[src/rtl/emb_clk_serializer.sv]
module emb_clk_serializer #(
  parameter int DW = 10
) (
  input  logic          clk,
  input  logic          rst_n,
  input  logic          bit_en,
  input  logic          pclk,
  input  logic          edge_sel,
  input  logic [DW-1:0] din,
  input  logic          sync_a,
  input  logic          sync_b,
  input  logic          drv_en,
  input  logic          pwr_dn,
  output logic          ser_dat,
  output logic          ser_oe
);
  localparam int FW = DW + 2;
  localparam int CW = $clog2(FW);
  localparam logic [FW-1:0] SYNC_PAT = {{(FW - FW/2){1'b0}}, {(FW/2){1'b1}}};

  logic [FW-1:0] shreg;
  logic [CW-1:0] cnt;
  logic [DW-1:0] hold;
  logic          active, have_word, pclk_q;

  wire pclk_rise = pclk & ~pclk_q;
  wire pclk_fall = ~pclk & pclk_q;
  wire cap       = edge_sel ? pclk_rise : pclk_fall;
  wire sync_req  = sync_a | sync_b;
  wire boundary  = bit_en & (~active | (cnt == CW'(FW - 1)));

  always_ff @(posedge clk) begin
    if (!rst_n) begin
      shreg     <= '0;
      cnt       <= '0;
      hold      <= '0;
      active    <= 1'b0;
      have_word <= 1'b0;
      pclk_q    <= 1'b0;
    end else if (pwr_dn) begin
      shreg     <= '0;
      cnt       <= '0;
      active    <= 1'b0;
      have_word <= 1'b0;
      pclk_q    <= pclk;
    end else begin
      pclk_q <= pclk;
      if (cap) begin
        hold      <= din;
        have_word <= 1'b1;
      end
      if (boundary) begin
        cnt <= '0;
        if (sync_req) begin
          shreg  <= SYNC_PAT;
          active <= 1'b1;
        end else if (have_word) begin
          shreg  <= {1'b0, hold, 1'b1};
          active <= 1'b1;
        end else begin
          shreg  <= '0;
          active <= 1'b0;
        end
      end else if (bit_en && active) begin
        shreg <= shreg >> 1;
        cnt   <= cnt + 1'b1;
      end
    end
  end

  assign ser_dat = active & shreg[0];
  assign ser_oe  = drv_en & ~pwr_dn;
endmodule

[config.mk]
export PLATFORM = sky130hd
export DESIGN_NAME = emb_clk_serializer
export DESIGN_NICKNAME = d
export VERILOG_FILES = /design/src/rtl/emb_clk_serializer.sv
export SDC_FILE = /design/constraint.sdc
export NUM_CORES = 1
export LEC_CHECK = 0
export BUFFER_PORTS_ARGS = -buffer_cell sky130_fd_sc_hd__buf_2
export CAP_MARGIN = 20
export CORE_MARGIN = 3
export CORE_UTILIZATION = 40
export DETAILED_ROUTE_END_ITERATION = 7
export GPL_ROUTABILITY_DRIVEN = 0
export HOLD_SLACK_MARGIN = 0.05
export MAX_ROUTING_LAYER = met4
export RECOVER_POWER = 100
export SLEW_MARGIN = 30
export SYNTH_ARGS = -nofsm -noshare
export SYNTH_HDL_FRONTEND = slang
export SYNTH_SLANG_ARGS = --single-unit
[constraint.sdc]
create_clock -name clk -period 1.38 [get_ports clk]
set_input_delay 0.276 -clock clk [delete_from_list [all_inputs] [get_ports clk]]
set_output_delay 0.276 -clock clk [all_outputs]
set_load 0.02 [all_outputs]
# ---- After elaboration in Yosys (flattened, before gate mapping)
# Index checks and enable logic that the tools add are counted.
dict set report totals {
  regBits 29
  latch_bits 0
  ramBits 0
  mem_bits_ro 0
  in_bits 19
  out_inout_bits 2
  elab_cells 32
  memories 0
}
dict set report op_classes {
  n_addsub 1
  multipliers 0
  div_mod_pow 0
  magnitude_cmp 0
  n_eq_ne 1
  shift 0
  n_mux 7
  n_bitwise 12
  n_reduce_logical 5
}
# operator count
set op_table {}
lappend op_table {{12-bit 2-to-1 mux} 2}
lappend op_table {{11-bit 2-to-1 mux} 2}
lappend op_table {{1-bit bitwise AND} 5}
lappend op_table {{1-bit inverter} 5}
lappend op_table {{4-bit by 1-bit adder with 4-bit output, second input constant} 1}
lappend op_table {{4-bit == test, second input constant} 1}
lappend op_table {{1-bit 2-to-1 mux} 3}
lappend op_table {{3-bit OR reduction} 1}
lappend op_table {{1-bit bitwise OR} 2}
lappend op_table {{2-bit AND reduction} 1}
lappend op_table {{2-bit nonzero test} 1}
lappend op_table {{2-bit OR reduction} 1}
lappend op_table {{1-bit logical AND} 1}

# ---- Depth between registers and ports, before layout
# Gate-level depths: netlist (run 1).
dict set report logic_depth {
  word_depth 4
  depth_mapped 5
  depth_no_buf 4
}

# ---- Worst setup path before layout (run 1)
# OpenSTA, ideal clock, no wires.
dict set report synth_path {
  path_kind {flip-flop to flip-flop}
  from {register cnt[0]}
  to {register shreg[1]}
  t_arrival_ps 1203
  required_time_ps 1240
  slack_ps 37
  stages_incl_launch_ff 5
  period_less_slack_ps 1343
  cell_sequence {dfxtp_1 > ha_1 > nand3b_4 > a2111oi_4 > a211oi_1}
}
dict set report synth_between {
  elab_chain_cells 4
  word_cells_on_any_way 5
  cone_classes {1 x eq/ne; 1 x mux; 2 x bitwise; 1 x reduce/logical}
}
# item line
set synth_rtl {}
lappend synth_rtl {{start: declaration} 22} ;# logic [CW-1:0] cnt;
lappend synth_rtl {{start signal: assignment} 66} ;# cnt <= cnt + 1'b1;
lappend synth_rtl {{4-bit == test *} 30} ;# wire boundary = bit_en & (~active | (cnt == CW'(FW - 1)));
lappend synth_rtl {{1-bit bitwise OR *} 30}
lappend synth_rtl {{1-bit bitwise AND *} 30}
lappend synth_rtl {{12-bit 2-to-1 mux / 2-bit nonzero test (equally long branches)} --}
lappend synth_rtl {{end signal: assignment} 58} ;# shreg <= {1'b0, hold, 1'b1};
lappend synth_rtl {{end signal: assignment} 65} ;# shreg <= shreg >> 1;
lappend synth_rtl {{end: declaration} 21} ;# logic [FW-1:0] shreg;
# Every way passes the cells marked *; elsewhere a longest branch is shown, timed or not.
# A chain may end at the register's enable or synchronous reset.

# ---- Final worst setup path (run 1)
dict set report layout_path {
  from {register pclk_q}
  to {register hold[2]}
}
dict set report layout_between {
  elab_chain_cells 4
  word_cells_on_any_way 5
  cone_classes {1 x mux; 3 x bitwise; 1 x reduce/logical}
}
# item line
set layout_rtl {}
lappend layout_rtl {{start: declaration} 24} ;# logic active, have_word, pclk_q;
lappend layout_rtl {{start signal: assignment} 45} ;# pclk_q <= pclk;
lappend layout_rtl {{start signal: assignment} 47} ;# pclk_q <= pclk;
lappend layout_rtl {{1-bit inverter} 26} ;# wire pclk_rise = pclk & ~pclk_q;
lappend layout_rtl {{1-bit bitwise AND} 26}
lappend layout_rtl {{1-bit 2-to-1 mux *} 28} ;# wire cap = edge_sel ? pclk_rise : pclk_fall;
lappend layout_rtl {{2-bit AND reduction (no source line) *} --}
lappend layout_rtl {{end signal: assignment} 49} ;# hold <= din;
lappend layout_rtl {{end: declaration} 23} ;# logic [DW-1:0] hold;
# Marks and branches as above.

==> impl_metrics.ini, run 1 <==
[die]
start_util_pct = 44.4
core.rowCount = 19
die_w_um = 62.7
pin_count = 21
die_area_mm2 = 0.00394
dieHeight_um = 62.7
core_mm2 = 0.00290

[critical_path]
cp.arrival_ns = 1.62
cp_max_fo = 5
critPathLaunchType = flop
crit_path_end_kind = flop
critical_path_class = reg2reg
critical_path_required_ns = 1.64

[power]
power.leakage_uw = 0.000637
power_frac_clock_pct = 24.3
p_seq_share_pct = 62.5
swShare_pct = 24.9
vdd_drop_max_v = 0.000378
p_switching_uw = 341
p_comb_share_pct = 13.2
intPower_uw = 1030
power_density_mw_per_mm2 = 852

[job]
cap_viol_max_count = 0

[sta]
tns_ns = 0
setup_ws_ns = 0.0194
period_needed_ns = 1.36
fmax_mhz = 735
worst_pin_slew_ns = 0.342
post-route-period-util_pct = 98.6
rsz0062_at_grt = yes
slew_viol_final = 0
finClkSkew_ns = 0.00168
finalHoldViolCount = 0
finalSetupViolations = 0
whs_ns = 0.182
slew_headroom_pct = 77.1

[global_route]
track_usage_pct = 15.2
grt_pass1_wl_um = 4760
grt_max_degree = 22
grt_pass1_vias = 1085
grt_remaining_overflow = 0
antenna_found_initial = 0

[logic_synthesis]
netlist.area_leader.share_pct = 43.5
seq_area_frac_synth_pct = 43.5
synth_fp_nets = 163
postSynthAreaPerCell_um2 = 9.00
ys_ff_latch = 28
syn_inst = 143
syn_area_mm2 = 0.00129
ys.warnings.count = 0
yosys.area.top_type = dfxtp_1
netlist-cell-type-count = 35
synthTopCellsByArea = dfxtp_1, nand2_1, mux2i_1

[worst_hold_path]
min_path_type = in2reg

[placement]
io_buffers = 20
placed_cells = 210
place_ws_ns = -0.0515
hpwl_um = 2000

[routing]
drc = 0
route.vias.total = 1090
vias_per_cell = 5.07
ant_nets = 0
drt-pass1-iter-count = 4
drtIter0Drc = 52
wl_per_cell_um = 13.1
wl_um = 2820

[cells_and_area]
n_fill_cell = 277
instances_no_fill = 215
diodes = 0
fin_nets = 195
syn_to_final_growth_pct = 24.6
drive_above_1_share_pct = 31.8

[clocking]
cts_buffers = 3
cts_tree = built
htree_levels = 1
max-clock-path-buffers = 2
clk_pin_slew_ns = 0.14
cts_sinks = 28
postCtsHoldBufs = 0
clock-root-buffer = clkbuf_4
insertion_delay_ns = 0.32

[status]
outcome = completed
worst paths after layout:
path              slack, ns  cells past startpoint                    to            startpoint
hold reg to reg        0.47                      2  hold[4]$_SDFFE_PN0P_  hold[4]$_SDFFE_PN0P_
hold / removal         0.18                      3  hold[3]$_SDFFE_PN0P_                din[3]
setup reg to reg       0.02                      4  hold[2]$_SDFFE_PN0P_     pclk_q$_SDFF_PN0_
setup / recovery       0.02                      4  hold[2]$_SDFFE_PN0P_     pclk_q$_SDFF_PN0_
Yosys cell counts, drive strengths merged:
library cell  instances
a2111oi               1
a211oi               12
a21oi                 3
a31oi                 1
and2                  2
and3b                 1
buf                   4
clkbuf                5
dfxtp                28
ha                    1
inv                   3
mux2i                11
nand2                31
nand2b                1
nand3                 3
nand3b                2
nor2                  1
nor2b                 2
nor3                 13
nor3b                 1
o2111ai               1
o21a                  1
o21ai                10
o2bb2ai               1
or3                   1
or3b                  1
xor2                  2
layout by cell type (no fill, tap or decap), types with 2 or more instances in the layout:
| cell type | Yosys | routed |
|---|---|---|
| o21ai_0 | 10 | 10 |
| xor2_1 | 2 | 2 |
| a211oi_1 | 11 | 9 |
| dfxtp_2 | 0 | 4 |
| a211oi_2 | 1 | 3 |
| nor2b_1 | 2 | 2 |
| inv_1 | 3 | 3 |
| nand2_1 | 30 | 30 |
| nor3_1 | 13 | 12 |
| mux2i_1 | 11 | 11 |
| nand3_1 | 3 | 3 |
| buf_4 | 1 | 14 |
| dfxtp_1 | 28 | 24 |
| buf_2 | 2 | 19 |
| clkbuf_4 | 0 | 3 |
cell type report:
| cell class | instances | area (µm²) | area share [%] |
|---|---|---|---|
| flip-flops and latches | 28 | 566 | 35.3 |
| inverters | 3 | 11.3 | 0.702 |
| multi-input cells | 103 | 703 | 43.8 |
| well taps | 42 | 52.6 | 3.28 |
| repair buffers | 36 | 249 | 15.5 |
| clock buffers | 3 | 22.5 | 1.40 |
sequential cells by signal (all words and copies together) (netlist names):
name,cells
cnt,4
hold,10
active,1
pclk_q,1
have_word,1
shreg,11
per-layer routing:
layer,share of wire [%],track usage (%),vias to the layer above,wire [µm]
li1,-,-,565,-
met1,48,19.6,501,1340
met2,48,24.4,22,1340
met3,4.2,2.88,2,119
met4,0.57,4.13,0,16
met5,0,-,-,0
what timing repair did:
item,4_1_cts,5_1_grt
pin swaps,1,3
buffers inserted,0,1
gates resized for setup,2,9
gates cloned,0,1
setup endpoints to repair,6,17
cells by family (layout without fill, tap and decap cells):
group	after synthesis	count (layout)	synth area share [%]
and+or+nand+nor	59	59	23.2
buffers and inverters	12	42	4.76
xor gates and xnor gates	2	2	1.36
DFF	28	28	43.5
adders and majority gates	1	1	0.972
muxes	11	11	8.55
AOI/OAI and AO/OA	30	30	17.6
per-stage QoR:
step	total power [µW]	area (µm²)	utilization, %
final	1370	1600	55.3
after detailed placement	1040	1510	52.0
after CTS	1370	1530	52.9
after floorplan	962	1290	-
after global placement	1030	1510	52.0
after global routing	1440	1600	55.3
worst max-delay path: stages, from the launching register on:
cell and delay [ns]:
dfxtp_2 0.34, or3b_4 0.39, a21oi_4 0.21, clkbuf_16 0.19, mux2i_1 0.17
power groups by stage:
stage | clock (µW) | combinational (µW) | sequential, µW
final | 332 | 180 | 854
after global routing | 385 | 202 | 858
after CTS | 349 | 166 | 854
after detailed placement | 0 | 165 | 871
after global placement | 0 | 160 | 870
after floorplan | 0 | 98.6 | 864
Power figures use the tool's default switching activity.
==> inputs of run 2 (changes only) <==
ABC_CLOCK_PERIOD_IN_PS = 1380   (was default)
PLACE_DENSITY = 0.72   (was default)
==> run 2 against run 1 <==
The run now ends with setup timing left. Final cell count unchanged. Clock skew up 0.0033 ns. Flip-flop and latch count unchanged. Combinational power about the same. Setup slack worse by 0.048 ns. Critical path type unchanged. Critical endpoint is now hold[9]$_SDFFE_PN0P_. Largest power group unchanged.
==> impl_metrics.ini, run 2 (synthesis results as in run 1) <==
[status]
outcome = finished with violations
violations = setup timing

[critical_path]
crit_path_end_kind = flop
crit_chain = or3b_4 -> a21oi_4 -> clkbuf_16 -> mux2i_1
crit_family = simple AND/OR/NAND/NOR gates
r2r-end = hold[9]$_SDFFE_PN0P_
slowest_delay_ns = 0.39
r2r_start = pclk_q$_SDFF_PN0_
critPathLaunchType = flop
critical_path_class = reg2reg
r2r_setup_slack_ns = -0.03
cp_max_fo = 5
worst-path-buf-inv = 1
critical_path_required_ns = 1.66
cp_slowest_cell = or3b_4
cp.arrival_ns = 1.69
rr_worst_depth = 4

[sta]
period_needed_ns = 1.41
setup_ws_ns = -0.0288
fmax_mhz = 710
post-route-period-util_pct = 102
finClkSkew_ns = 0.00496
rsz0062_at_grt = yes
slew_headroom_pct = 77.2
finalHoldViolCount = 0
worst_pin_slew_ns = 0.341
slew_viol_final = 0
finalSetupViolations = 5
whs_ns = 0.162

[worst_hold_path]
hold_path_depth = 3
min_to = hold[5]$_SDFFE_PN0P_
min_from = din[5]
min_path_type = in2reg

[cells_and_area]
fin_nets = 194
finalInstanceArea_mm2 = 0.00162
final_core_util_pct = 55.7
largest_reg_flops = 11
syn_to_final_growth_pct = 25.5
layout_commonest_cell = nand2_1
top_register = shreg
diodes = 0
biggestRegsByFlops = shreg x11, hold x10, cnt x4
drive_above_1_share_pct = 32.4
final_cell_mix = nand2_1, dfxtp_1, buf_2, nor3_1

[job]
cap_viol_max_count = 0

[global_route]
grt_pass1_wl_um = 4840
grt_remaining_overflow = 0
antenna_found_initial = 0
grt_pass1_vias = 1114
track_usage_pct = 15.8
grt_max_degree = 22

[routing]
vias_per_cell = 5.28
routed-wl-met2_um = 1480
drt-pass1-iter-count = 4
wl_met1_um = 1390
ant_nets = 0
top_layer = met4
route.vias.total = 1136
drc = 0
wl_um = 3080
dr_wl_met3_um = 124
drtIter0Drc = 69
wl_per_cell_um = 14.3

[placement]
dpl_cell_area_mm2 = 0.00150
io_buffers = 20
hpwl_um = 2150

[clocking]
clock-root-buffer = clkbuf_4
clk_pin_slew_ns = 0.15
cts_tree = built
max-clock-path-buffers = 2
cts_buffers = 3
htree_levels = 1
cts_sinks = 28
insertion_delay_ns = 0.34

[power]
vdd_drop_max_v = 0.000559
power.leakage_uw = 0.000635
power_density_mw_per_mm2 = 897

[die]
die_w_um = 62.7
core_mm2 = 0.00290
start_util_pct = 44.4
die_area_mm2 = 0.00394
dieHeight_um = 62.7
core.rowCount = 19
pin_count = 21
==> run 2: worst max path at each step <==
stage / startpoint / to / cells after the start
6_report: pclk_q$_SDFF_PN0_ / hold[9]$_SDFFE_PN0P_ / 4
5_1_grt: pclk_q$_SDFF_PN0_ / hold[5]$_SDFFE_PN0P_ / 4
4_1_cts: cnt[1]$_SDFFE_PP0P_ / shreg[4]$_SDFFE_PP0P_ / 4
3_5_place_dp: cnt[0]$_SDFFE_PP0P_ / shreg[4]$_SDFFE_PP0P_ / 4
3_3_place_gp: pclk / hold[5]$_SDFFE_PN0P_ / 5
2_1_floorplan: cnt[0]$_SDFFE_PP0P_ / shreg[1]$_SDFFE_PP0P_ / 4
==> run 2: tightest hold or removal path, cell delays in order <==
cell	delay, ns
buf_2	0.09
nand2_1	0.05
mux2i_1	0.06
==> run 2: where the power goes <==
part / internal, µW / switching (µW) / total (µW)
registers: 837 / 17.2 / 854
clock network: 162 / 253 / 415
logic: 83.7 / 96.5 / 180
total: 1080 / 367 / 1450
==> run 2: final cells by class <==
| type | instances | area, µm² |
|---|---|---|
| inverters | 3 | 11.3 |
| well taps | 42 | 52.6 |
| fillers | 280 | 1280 |
| multi-input cells | 103 | 708 |
| repair buffers | 35 | 239 |
| clock buffers | 4 | 36.3 |
| flip-flops and latches | 28 | 568 |
==> run 2: per-layer routing <==
metal  vias up  GRT usage, %
met3         9          2.88
li1        563             -
met4         0          8.26
met2        37          24.9
met1       527          19.2
met5         -             -
==> run 2: metrics by stage <==
stage	setup WS (ns)	total power (µW)	TNS, ns	instances
floorplan	0.0369	962	0	143
global placement	0.00117	1030	0	209
detailed placement	-0.0679	1030	-0.713	209
CTS	0.00530	1440	0	213
global route	-0.0693	1500	-0.856	215
finish	-0.0288	1450	-0.0978	215
==> run 2: timing repair <==
action | 4_1_cts | 5_1_grt
resized for setup | 3 | 10
endpoints found under the setup margin | 7 | 22
buffers inserted | 0 | 1
hold buffers | 0 | 0
gates cloned | 0 | 1
pin swaps | 1 | 3
hold endpoints to repair | 0 | 0
